===== config.mk =====
export PLATFORM = sky130hd
export DESIGN_NAME = pkt_err_monitor
export DESIGN_NICKNAME = d
export VERILOG_FILES = /design/src/rtl/pem_pkg.sv /design/src/rtl/pem_sticky.sv /design/src/rtl/pem_counter.sv /design/src/rtl/pem_len_check.sv /design/src/rtl/pkt_err_monitor.sv
export SDC_FILE = /design/constraint.sdc
export NUM_CORES = 1
export LEC_CHECK = 0
export ABC_AREA = 1
export BUFFER_PORTS_ARGS = -buffer_cell sky130_fd_sc_hd__buf_2
export CAP_MARGIN = 10
export CORE_AREA = 2 2 84 86
export DETAILED_ROUTE_END_ITERATION = 12
export DIE_AREA = 0 0 86 88
export MAX_ROUTING_LAYER = met4
export SYNTH_ARGS = -nofsm -noshare
export SYNTH_HDL_FRONTEND = slang
export SYNTH_SLANG_ARGS = --single-unit

===== constraint.sdc =====
create_clock -name clk -period 2 [get_ports clk]
set_clock_uncertainty 0.05 [all_clocks]
set_input_delay 0 -clock clk [delete_from_list [all_inputs] [get_ports clk]]
set_output_delay 0 -clock clk [all_outputs]
set_load 0.03 [all_outputs]

===== src/rtl/pem_pkg.sv =====
package pem_pkg;
  localparam int NSRC = 7;
  typedef enum logic [2:0] {
    SRC_L2E_CDC   = 3'd0,
    SRC_E2L_CDC   = 3'd1,
    SRC_BEAM_FULL = 3'd2,
    SRC_CTRL_STALL= 3'd3,
    SRC_RMT_FULL  = 3'd4,
    SRC_PAY_STALL = 3'd5,
    SRC_RXIN_FULL = 3'd6
  } err_src_e;
  typedef enum logic {SEL_STATUS = 1'b0, SEL_DISCARD = 1'b1} rd_sel_e;
endpackage


===== src/rtl/pem_sticky.sv =====
module pem_sticky #(
  parameter int N = 7
) (
  input  logic         clk,
  input  logic         rst_n,
  input  logic [N-1:0] evt,
  input  logic         clr,
  output logic [N-1:0] q
);
  for (genvar i = 0; i < N; i++) begin : g_bit
    always_ff @(posedge clk) begin
      if (!rst_n) q[i] <= 1'b0;
      else        q[i] <= (q[i] & ~clr) | evt[i];
    end

    p_hold_r1: assert property (@(posedge clk) disable iff (!rst_n)
      (q[i] && !clr) |=> q[i]);
    p_set_r4: assert property (@(posedge clk) disable iff (!rst_n)
      evt[i] |=> q[i]);
    p_clear_r3: assert property (@(posedge clk) disable iff (!rst_n)
      (clr && !evt[i]) |=> !q[i]);
  end
endmodule


===== src/rtl/pem_counter.sv =====
module pem_counter #(
  parameter int W = 8
) (
  input  logic         clk,
  input  logic         rst_n,
  input  logic         inc,
  input  logic         clr,
  output logic [W-1:0] q
);
  localparam logic [W-1:0] MAXV = {W{1'b1}};
  logic [W-1:0] base;

  always_comb base = clr ? '0 : q;

  always_ff @(posedge clk) begin
    if (!rst_n)                  q <= '0;
    else if (inc && base != MAXV) q <= base + 1'b1;
    else                         q <= base;
  end

  p_sat_r10: assert property (@(posedge clk) disable iff (!rst_n)
    (q == MAXV && !clr) |=> q == MAXV);
  p_inc_r7: assert property (@(posedge clk) disable iff (!rst_n)
    (inc && !clr && q != MAXV) |=> q == $past(q) + 1'b1);
  p_clr_inc_r9: assert property (@(posedge clk) disable iff (!rst_n)
    (clr && inc) |=> q == 1);
  p_clr_r8: assert property (@(posedge clk) disable iff (!rst_n)
    (clr && !inc) |=> q == 0);
endmodule


===== src/rtl/pem_len_check.sv =====
module pem_len_check #(
  parameter int LEN_W = 6
) (
  input  logic             clk,
  input  logic             rst_n,
  input  logic             beat_valid,
  input  logic             beat_ready,
  input  logic             beat_last,
  input  logic [LEN_W-1:0] exp_len,
  output logic             reject
);
  localparam logic [LEN_W-1:0] MAXB = {LEN_W{1'b1}};
  logic [LEN_W-1:0] seen;
  logic             xfer;
  logic [LEN_W:0]   total;

  always_comb begin
    xfer   = beat_valid && beat_ready;
    total  = {1'b0, seen} + 1'b1;
    reject = xfer && beat_last && (total != {1'b0, exp_len});
  end

  always_ff @(posedge clk) begin
    if (!rst_n)                 seen <= '0;
    else if (xfer && beat_last) seen <= '0;
    else if (xfer && seen != MAXB) seen <= seen + 1'b1;
  end

  p_once_r5: assert property (@(posedge clk) disable iff (!rst_n)
    reject |-> (beat_valid && beat_ready && beat_last));
  p_stall_r6: assert property (@(posedge clk) disable iff (!rst_n)
    !(beat_valid && beat_ready) |=> $stable(seen));
  p_restart_r5: assert property (@(posedge clk) disable iff (!rst_n)
    (beat_valid && beat_ready && beat_last) |=> seen == 0);
endmodule


===== src/rtl/pkt_err_monitor.sv =====
module pkt_err_monitor
  import pem_pkg::*;
#(
  parameter int LEN_W = 6,
  parameter int CNT_W = 8
) (
  input  logic               clk,
  input  logic               rst_n,
  input  logic [NSRC-1:0]    err_evt,
  input  logic               beat_valid,
  input  logic               beat_ready,
  input  logic               beat_last,
  input  logic [LEN_W-1:0]   exp_len,
  input  logic               ovf_drop,
  input  logic               rd_en,
  input  logic               rd_sel,
  output logic [2*CNT_W-1:0] rd_data,
  output logic               err_any
);
  localparam int RD_W = 2 * CNT_W;

  logic [NSRC-1:0]  status;
  logic [CNT_W-1:0] rej_cnt, ovf_cnt;
  logic             clr_stat, clr_disc, rej_pulse;

  always_comb begin
    clr_stat = rd_en && (rd_sel == SEL_STATUS);
    clr_disc = rd_en && (rd_sel == SEL_DISCARD);
  end

  pem_sticky #(.N(NSRC)) u_sticky (
    .clk(clk), .rst_n(rst_n), .evt(err_evt), .clr(clr_stat), .q(status));

  pem_len_check #(.LEN_W(LEN_W)) u_len (
    .clk(clk), .rst_n(rst_n), .beat_valid(beat_valid), .beat_ready(beat_ready),
    .beat_last(beat_last), .exp_len(exp_len), .reject(rej_pulse));

  pem_counter #(.W(CNT_W)) u_rej (
    .clk(clk), .rst_n(rst_n), .inc(rej_pulse), .clr(clr_disc), .q(rej_cnt));

  pem_counter #(.W(CNT_W)) u_ovf (
    .clk(clk), .rst_n(rst_n), .inc(ovf_drop), .clr(clr_disc), .q(ovf_cnt));

  always_comb begin
    err_any = |status;
    if (rd_sel == SEL_DISCARD) rd_data = {rej_cnt, ovf_cnt};
    else                       rd_data = {{(RD_W-NSRC){1'b0}}, status};
  end

  p_any_rise_r2: assert property (@(posedge clk) disable iff (!rst_n)
    $rose(err_any) |-> $past(|err_evt));
  p_any_fall_r2: assert property (@(posedge clk) disable iff (!rst_n)
    $fell(err_any) |-> $past(clr_stat));
  p_rej_once_r5: assert property (@(posedge clk) disable iff (!rst_n)
    rej_pulse |=> !rej_pulse || $past(beat_valid && beat_ready && beat_last));
endmodule


==> results of run 1 <==
==> report_power, final <==
| group | switching, W | internal (W) | total [W] | leakage (nW) |
|---|---|---|---|---|
| Combinational | 0.000135 | 0.0000785 | 0.000213 | 0.844 |
| Sequential | 0.0000180 | 0.000599 | 0.000617 | 0.237 |
| Clock | 0.000238 | 0.000240 | 0.000478 | 0.0439 |
| Total | 0.000391 | 0.000917 | 0.00131 | 1.13 |
==> per-layer routing <==
layer,GRT usage,wire (µm),share of wire,up-vias
li1,-,-,-,1029
met1,0.1577,2200,0.48,866
met2,0.2262,2128,0.46,38
met3,0.03110,212,0.046,9
met4,0.05772,82,0.018,0
met5,-,0,0,-
==> path summary, 6_finish.rpt <==
check                                to  cells after the start                     start
max               u_ovf.q[6]$_SDFF_PN0_                     11     u_ovf.q[1]$_SDFF_PN0_
max reg2reg       u_ovf.q[6]$_SDFF_PN0_                     11     u_ovf.q[1]$_SDFF_PN0_
min          u_len.seen[0]$_SDFFE_PP0P_                      4                 beat_last
min reg2reg    u_sticky.q[4]$_SDFF_PN0_                      2  u_sticky.q[4]$_SDFF_PN0_
==> logic make-up (layout without fill, tap and decap cells) <==
kind of cell,Yosys count,after routing
simple gates,167,167
buf+inv,55,105
compound gates,35,35
flops,29,29
xor+xnor,5,5
fa+ha+maj,3,3
==> worst max-delay path: stages, from the launching register on <==
cell	delay [ns]
dfxtp_1	0.37
inv_1	0.05
nor2_1	0.14
ha_1	0.20
nand4_1	0.18
nor2_4	0.18
nand3_2	0.09
nand2_4	0.12
inv_2	0.08
nand3_1	0.08
nand2_1	0.05
a21oi_1	0.12
==> layout by cell type, fill, tap and decap left out, drive strengths merged <==
| cell | synthesis | final |
|---|---|---|
| a31oi | 2 | 2 |
| o21ai | 15 | 15 |
| nor3 | 3 | 3 |
| nor4 | 1 | 1 |
| nand2 | 83 | 83 |
| nor2 | 44 | 44 |
| dfxtp | 29 | 29 |
| xnor2 | 2 | 2 |
| buf | 3 | 39 |
| xor2 | 3 | 3 |
| nor3b | 1 | 1 |
| a21oi | 18 | 18 |
| nand4 | 10 | 10 |
| clkinvlp | 0 | 1 |
| dlygate4sd3 | 0 | 8 |
| clkinv | 0 | 2 |
| nand3 | 25 | 25 |
| inv | 50 | 50 |
| ha | 3 | 3 |
| clkbuf | 2 | 5 |
==> metrics by stage <==
stage | setup WS [ns] | instances
3_5_place_dp | 0.2369 | 408
6_report | 0.2329 | 424
3_3_place_gp | 0.2361 | 408
4_1_cts | 0.2225 | 424
5_1_grt | 0.01655 | 424
2_1_floorplan | 0.4037 | 294
==> layout make-up <==
type	count	area (µm²)
Tap cell	80	100.1
Clock buffer	5	68.82
Clock inverter	3	17.52
Sequential cell	29	580.6
Inverter	50	190.2
Multi-Input combinational cell	210	1140
Timing Repair Buffer	47	280.3
Fill cell	729	4267
==> cell usage after synthesis <==
| cell | number | area (µm²) |
|---|---|---|
| xor2_1 | 3 | 26.28 |
| nand3_1 | 19 | 95.09 |
| inv_4 | 1 | 6.260 |
| nand3_2 | 4 | 40.04 |
| a21oi_1 | 15 | 75.07 |
| a31oi_1 | 2 | 12.51 |
| dfxtp_1 | 29 | 580.6 |
| clkbuf_1 | 2 | 7.510 |
| nor3_2 | 1 | 10.01 |
| nand2_2 | 16 | 100.1 |
| inv_1 | 42 | 157.7 |
| nor2_2 | 4 | 25.02 |
| o21ai_1 | 4 | 20.02 |
| nand4_1 | 10 | 62.56 |
| nor3b_1 | 1 | 7.510 |
| nand2_4 | 1 | 11.26 |
| nor2_4 | 7 | 78.83 |
| inv_2 | 7 | 26.28 |
| nand3_4 | 2 | 35.03 |
| nand2_8 | 1 | 20.02 |
| nor4_1 | 1 | 6.260 |
| o21ai_0 | 11 | 55.05 |
| ha_1 | 3 | 37.54 |
| a21oi_2 | 3 | 26.28 |
| buf_6 | 2 | 22.52 |
| xnor2_1 | 2 | 17.52 |
| buf_2 | 1 | 5.000 |
| nand2_1 | 65 | 244.0 |
| nor2_1 | 33 | 123.9 |
| nor3_1 | 2 | 10.01 |
==> flip-flops by register name, indices dropped and copies added (netlist names) <==
register,cells
u_ovf.q,8
u_rej.q,8
u_sticky.q,7
u_len.seen,6
==> repair_timing <==
item / CTS / global route
gates resized for setup: 0 / 0
hold endpoints to repair: 8 / 0
hold buffers: 8 / 0
==> impl_metrics.toml, run 1 <==
[run_status]
status = "complete, no violations"

[yosys]
synth-compound-area-share = 0.09711
synth_top_family_by_area = "simple AND/OR/NAND/NOR gates"
synthesis.area_um2 = 1946
synthAdderAreaFrac = 0.01929
seq_area_frac_synth = 0.2984
synthSimpleGateAreaFrac = 0.4469
synth_cell_type_count = 30
muxShareOfSynthArea = 0
synth_fp_nets = 318
synth.ff_latch_count = 29
yosysWarnings = 0
synth_xor_area_frac = 0.02251
avgSynthCellArea_um2 = 6.618
synthCells = 294

[sta]
slew_headroom = 0.6978
timing.fmax_ghz = 0.5659
drv_slew = 0
setup_viol_count_final = 0
fin_crit_ns = 1.767
finalHoldViolations = 0
tightest_slew_ns = 0.4528
period_share = 0.8835
hold_ws_ns = 0.02090
tns_ns = 0
rsz0062_at_grt = "false"

[setup_path]
crit_fanout = 8
critPathArrivalTime_ns = 1.93
r2r_setup_slack_ns = 0.23
end_kind = "flop"
critPathKind = "reg -> reg"
start_kind = "flop"
required_ns = 2.16

[clocking]
cts_buffers = 5
cts.sinks = 29
clkSlewWorstSetupHoldPaths_ns = 0.07
htreeDepth = 2
cts_setup_buffers = 0
insertion_delay_ns = 0.28
cts_buffer_depth = 2
cts_tree = "yes"
clockRootBuffer = "clkbuf_8"

[floorplanning]
initial_utilization = 0.2928
ioPinCount = 38
dieArea_um2 = 7568
core_area_um2 = 6644
die_w_um = 86
rows = 30
die_h_um = 88

[cells_and_area]
drive_above_1_share = 0.2733
postLayoutCellArea_um2 = 2377
final_util = 0.3578
area_growth_pct = 22.19
n_antenna_cell = 0
fin_nets = 367

[place]
port-buffer-count = 37
dpl.hpwl_mm = 3.521
placed_cell_area_um2 = 2211
globalplace.congestion = 0.8076

[global_route]
antenna_found_initial = 0
grt_start_max_net_pins = 19
track_usage = 0.1361
grt_pass1_vias = 1875
grt_overflow = 0
grt_pass1_wl_mm = 7.976

[drt]
drc = 0
viasPerCell = 4.580
vias = 1942
drt_iter0_drc = 42
wire_per_inst_um = 10.91
first_pass_iters = 4
drt_wl_total_mm = 4.624
ant_nets = 0

[worst_hold_path]
min_path_type = "in -> reg"

[power]
power_leakage_nw = 1.125
finalPower_w = 0.001308
ir_drop_mv = 0.1840
power_density_nw_per_um2 = 550.4

[run]
cap_viol_max_count = 0
No activity file was read; power rests on OpenSTA's default activity.
==> inputs of run 2 (changes only) <==
--- a/config.mk
+++ b/config.mk
@@ -12,6 +12,7 @@
 export DETAILED_ROUTE_END_ITERATION = 12
 export DIE_AREA = 0 0 86 88
 export MAX_ROUTING_LAYER = met4
+export RECOVER_POWER = 100
 export SYNTH_ARGS = -nofsm -noshare
 export SYNTH_HDL_FRONTEND = slang
 export SYNTH_SLANG_ARGS = --single-unit
==> run 2 against run 1 <==
  * Sequential share of layout area rose by 0.44 points
  * Non-clock buffer count did not move
  * Worst setup slack got worse by 0.026 ns
  * First-iteration DRC count rose by 40%
  * Worst hold slack improved by 0.0014 ns
  * Core utilization fell by 0.64 points
  * Power fell by 0.56%
  * Clock power barely moved
  * Register-to-register slack got worse by 0.03 ns
  * Global-route usage did not move
  * Critical endpoint is now u_rej.q[0]$_SDFF_PN0_
  * Largest power group unchanged
==> impl_metrics.toml, run 2 (synthesized netlist as in run 1, its figures left out) <==
[clocking]
cts_buffers = 5
insertion_delay_ns = 0.28
clockRootBuffer = "clkbuf_8"
cts_buffer_depth = 2
htreeDepth = 2
cts_setup_buffers = 0
cts_tree = "yes"
cts.sinks = 29
clkSlewWorstSetupHoldPaths_ns = 0.07

[worst_hold_path]
min_path_type = "in -> reg"
hold_path_depth = 4
min_from = "beat_last"

[cells_and_area]
n_antenna_cell = 0
area_growth_pct = 20.00
fin_nets = 367
n_fill_cell = 742
reg.largest.list = "u_ovf.q: 8 flops, u_rej.q: 8 flops, u_sticky.q: 7 flops"
layout_commonest_cell = "nand2_1"
drive_above_1_share = 0.2093
stdcell_count = 424
final_cell_mix = "66 x nand2_1, 43 x inv_1, 33 x nor2_1"

[power]
power_leakage_nw = 1.056
ir_drop_mv = 0.1812
power_density_nw_per_um2 = 557.3
finalPower_w = 0.001301

[sta]
tns_ns = 0
slew_headroom = 0.4727
setup_viol_count_final = 0
rsz0062_at_grt = "false"
drv_slew = 0
period_share = 0.8963
fin_crit_ns = 1.793
tightest_slew_ns = 0.7910
timing.fmax_ghz = 0.5579
finalHoldViolations = 0

[drt]
wl_met3_um = 227
drt_iter0_drc = 59
vias = 1931
viasPerCell = 4.554
ant_nets = 0
first_pass_iters = 4
routed-wl-met2_mm = 2.164
drc = 0
top_layer_used = "met4"
drt_wl_total_mm = 4.636
wire_per_inst_um = 10.93
drt-met1-wl_mm = 2.198

[global_route]
track_usage = 0.1361
grt_pass1_wl_mm = 7.976
antenna_found_initial = 0
grt_pass1_vias = 1875
grt_start_max_net_pins = 19
grt_overflow = 0

[floorplanning]
ioPinCount = 38
core_area_um2 = 6644
rows = 30
die_w_um = 86
initial_utilization = 0.2928
die_h_um = 88
dieArea_um2 = 7568

[place]
placedCellCount = 408
port-buffer-count = 37
globalplace.congestion = 0.8076
dpl.hpwl_mm = 3.521

[setup_path]
r2r_start = "u_len.seen[1]$_SDFFE_PP0P_"
required_ns = 2.13
critPathKind = "reg -> reg"
r2r_cells = 12
end_kind = "flop"
crit_fanout = 7
startpoint = "u_len.seen[1]$_SDFFE_PP0P_"
start_kind = "flop"
critPathArrivalTime_ns = 1.92
r2r_setup_slack_ns = 0.21

[run]
cap_viol_max_count = 0

[run_status]
status = "complete, no violations"
-- run 2: changes by cell type in the layout (fill, tap and decap cells not counted) --
cell and delta:
a21oi_1 +2, a21oi_2 -2, buf_2 -18, buf_4 -1, clkbuf_1 +18, clkbuf_2 +1
inv_1 +1, inv_2 -1, nand2_1 +1, nand2_2 -1, nand3_2 +1, nand3_4 -1
-- run 2: critical path: stages (launching register included) --
cell	delay, ns
dfxtp_1	0.41
ha_1	0.22
nand2_1	0.06
inv_1	0.12
nand2_2	0.09
nand3_2	0.08
nand2_2	0.07
nor2_4	0.10
nand3_2	0.17
nand3_4	0.16
nand2_1	0.06
nand2_1	0.07
nor2_2	0.03
-- run 2: repair_timing --
action	in CTS	in global routing
resized for setup	0	0
endpoints found under the setup margin	0	0
hold buffers	8	0
endpoints found under the hold margin	8	0
-- run 2: final timing paths --
path                                 to
max               u_rej.q[0]$_SDFF_PN0_
min reg2reg    u_sticky.q[4]$_SDFF_PN0_
min          u_len.seen[0]$_SDFFE_PP0P_
max reg2reg       u_rej.q[0]$_SDFF_PN0_
-- run 2: cell type report --
class                   instances  area [µm²]  area share
flip-flops and latches         29       580.6      0.2487
well taps                      80       100.1     0.04287
clock buffers                   5       68.82     0.02947
clock inverters                 3       17.52    0.007503
repair buffers                 47       255.2      0.1093
multi-input cells             210        1122      0.4807
inverters                      50       190.2     0.08146
-- run 2: layer usage --
layer  track usage  vias up
met3       0.03110        6
met4       0.05772        0
met5             -        -
met1        0.1577      855
met2        0.2262       41
li1              -     1029
-- run 2: stage by stage --
step                      cell area [µm²]  setup WS (ns)  utilization  hold slack, ns
after global placement               2211         0.2361       0.3328          0.1589
after global routing                 2335        0.01166       0.3514         0.05074
after detailed placement             2211         0.2369       0.3328          0.1636
final                                2335         0.2074       0.3514         0.02234
after floorplan                      1946         0.4037            -         0.06743
after CTS                            2377         0.2225       0.3578         0.01680
-- run 2: report_power, final --
part / leakage [nW] / internal (W) / switching [W]
registers: 0.237 / 0.000599 / 0.0000180
logic: 0.775 / 0.0000739 / 0.000133
clock network: 0.0439 / 0.000240 / 0.000237
==> inputs of run 3 (changes only) <==
--- a/config.mk
+++ b/config.mk
@@ -8,10 +8,13 @@
 export ABC_AREA = 1
 export BUFFER_PORTS_ARGS = -buffer_cell sky130_fd_sc_hd__buf_2
 export CAP_MARGIN = 10
+export CELL_PAD_IN_SITES_DETAIL_PLACEMENT = 0
+export CELL_PAD_IN_SITES_GLOBAL_PLACEMENT = 1
 export CORE_AREA = 2 2 84 86
 export DETAILED_ROUTE_END_ITERATION = 12
 export DIE_AREA = 0 0 86 88
 export MAX_ROUTING_LAYER = met4
+export PLACE_DENSITY_LB_ADDON = 0.1
 export RECOVER_POWER = 100
 export SYNTH_ARGS = -nofsm -noshare
 export SYNTH_HDL_FRONTEND = slang
==> constraint.sdc (replaced) <==
create_clock -name clk -period 2 [get_ports clk]
set_clock_uncertainty 0.05 [all_clocks]
set_input_delay 0.4 -clock clk [delete_from_list [all_inputs] [get_ports clk]]
set_output_delay 0.4 -clock clk [all_outputs]
set_load 0.03 [all_outputs]
==> run 3 against run 2 <==
  * Power increased by 13%
  * Flip-flop and latch count did not move
  * Critical path type is now in -> out
  * Critical path depth fell by 6
  * Wire length increased by 5.0%
  * Fmax is 1.2% lower
  * Global-route usage up 0.85 points
  * Sequential share of layout area decreased by 0.39 points
  * Core utilization up 0.56 points
  * Combinational power hardly changed
  * Final cell count is 0.24% higher
  * Clock power up 37%
==> impl_metrics.toml, run 3 (synthesized netlist as in run 1, its figures left out) <==
[run_status]
status = "complete, no violations"

[setup_path]
cp_slowest_cell = "clkbuf_1"
crit_fanout = 18
start_kind = "input port"
r2r_start = "u_ovf.q[1]$_SDFF_PN0_"
cp_cell_sequence = "buf_2, buf_4, inv_1, nand2_1, nand2_1, clkbuf_1"
required_ns = 1.55
crit_top_cell = "nand2_1"
critPathArrivalTime_ns = 1.36
r2r_setup_slack_ns = 0.26
worst_path_largest_cell_delay_ns = 0.32
r2r_cells = 11
end_kind = "output pin"
critPathKind = "in -> out"
worstReg2RegEnd = "u_ovf.q[3]$_SDFF_PN0_"
startpoint = "rd_sel"

[place]
place_ws_ns = 0.007498
placedCellCount = 417
port-buffer-count = 37
globalplace.congestion = 0.7847
dpl.hpwl_mm = 3.771

[cells_and_area]
drive_above_1_share = 0.2435
n_antenna_cell = 0
stdcell_count = 425
final_cell_mix = "67 x nand2_1, 43 x inv_1, 34 x nor2_1"
reg.largest.list = "u_ovf.q: 8 flops, u_rej.q: 8 flops, u_sticky.q: 7 flops"
n_fill_cell = 753
area_growth_pct = 21.93
fin_nets = 368
layout_commonest_cell = "nand2_1"

[clocking]
cts_buffers = 5
insertion_delay_ns = 0.28
cts_setup_buffers = 0
cts_tree = "yes"
htreeDepth = 2
cts_buffer_depth = 2
cts.sinks = 29
clkSlewWorstSetupHoldPaths_ns = 0.07
cts_resized = 0
clockRootBuffer = "clkbuf_8"
ctsHoldBuffers = 0

[global_route]
grt_pass1_vias = 1824
track_usage = 0.1447
grt_start_max_net_pins = 19
grt_overflow = 0
antenna_found_initial = 0
grt_pass1_wl_mm = 8.321

[floorplanning]
dieArea_um2 = 7568
die_w_um = 86
initial_utilization = 0.2928
core_area_um2 = 6644
die_h_um = 88
rows = 30
ioPinCount = 38

[power]
finalPower_w = 0.001477
power_density_nw_per_um2 = 622.5
ir_drop_mv = 0.2407
power_leakage_nw = 1.090

[sta]
tightest_slew_ns = 0.5018
finalHoldViolations = 0
fin_crit_ns = 1.814
fin_ws_ns = 0.1860
period_share = 0.9070
tns_ns = 0
slew_headroom = 0.6651
drv_slew = 0
timing.fmax_ghz = 0.5513
hold_ws_ns = 0.2731
rsz0062_at_grt = "false"
setup_viol_count_final = 0

[drt]
wire_per_inst_um = 11.46
viasPerCell = 4.485
drc = 0
ant_nets = 0
drt_wl_total_mm = 4.870
vias = 1906
first_pass_iters = 5
drt_iter0_drc = 33

[worst_hold_path]
min_from = "err_evt[1]"
hold_path_depth = 3
min_path_type = "in -> reg"
hold_end = "u_sticky.q[1]$_SDFF_PN0_"

[run]
cap_viol_max_count = 0
[run 3: cell type report]
cell class	count	area (µm²)	area share
sequential	29	580.6	0.2447
clock inverter	2	37.54	0.01582
inverter	50	190.2	0.08017
timing repair buffer	48	249.0	0.1050
tap	80	100.1	0.04219
clock buffer	6	82.58	0.03481
multi-input combinational	210	1132	0.4773
[run 3: routing by layer]
metal	wire, µm	GRT usage
met1	2364	0.1771
met2	2276	0.2389
met3	190	0.03393
met4	38	0.03896
met5	0	-
[run 3: power breakdown]
part / total (W) / switching, W / internal, W
Clock: 0.000652 / 0.000247 / 0.000405
Sequential: 0.000616 / 0.0000172 / 0.000599
Combinational: 0.000208 / 0.000137 / 0.0000716
[run 3: how the worst max path moves through the flow]
stage / end / slack (ns) / cells after the start
after floorplan: u_rej.q[0]$_SDFF_PN0_ / 0.05 / 13
after global placement: u_ovf.q[3]$_SDFF_PN0_ / 0.05 / 13
after detailed placement: u_ovf.q[5]$_SDFF_PN0_ / 0.007 / 13
after CTS: rd_data[6] / 0.20 / 5
after global routing: u_rej.q[7]$_SDFF_PN0_ / 0.02 / 12
final: rd_data[2] / 0.19 / 6
[run 3: metrics by stage]
step | cell area (µm²) | util
floorplan | 1946 | -
global placement | 2278 | 0.3429
detailed placement | 2278 | 0.3429
CTS | 2399 | 0.3610
global route | 2372 | 0.3571
finish | 2372 | 0.3571
[run 3: worst max-delay path, delay by kind of cell]
kind	cells	cell delay [ns]
buf+inv	4	0.83
simple gates	2	0.14
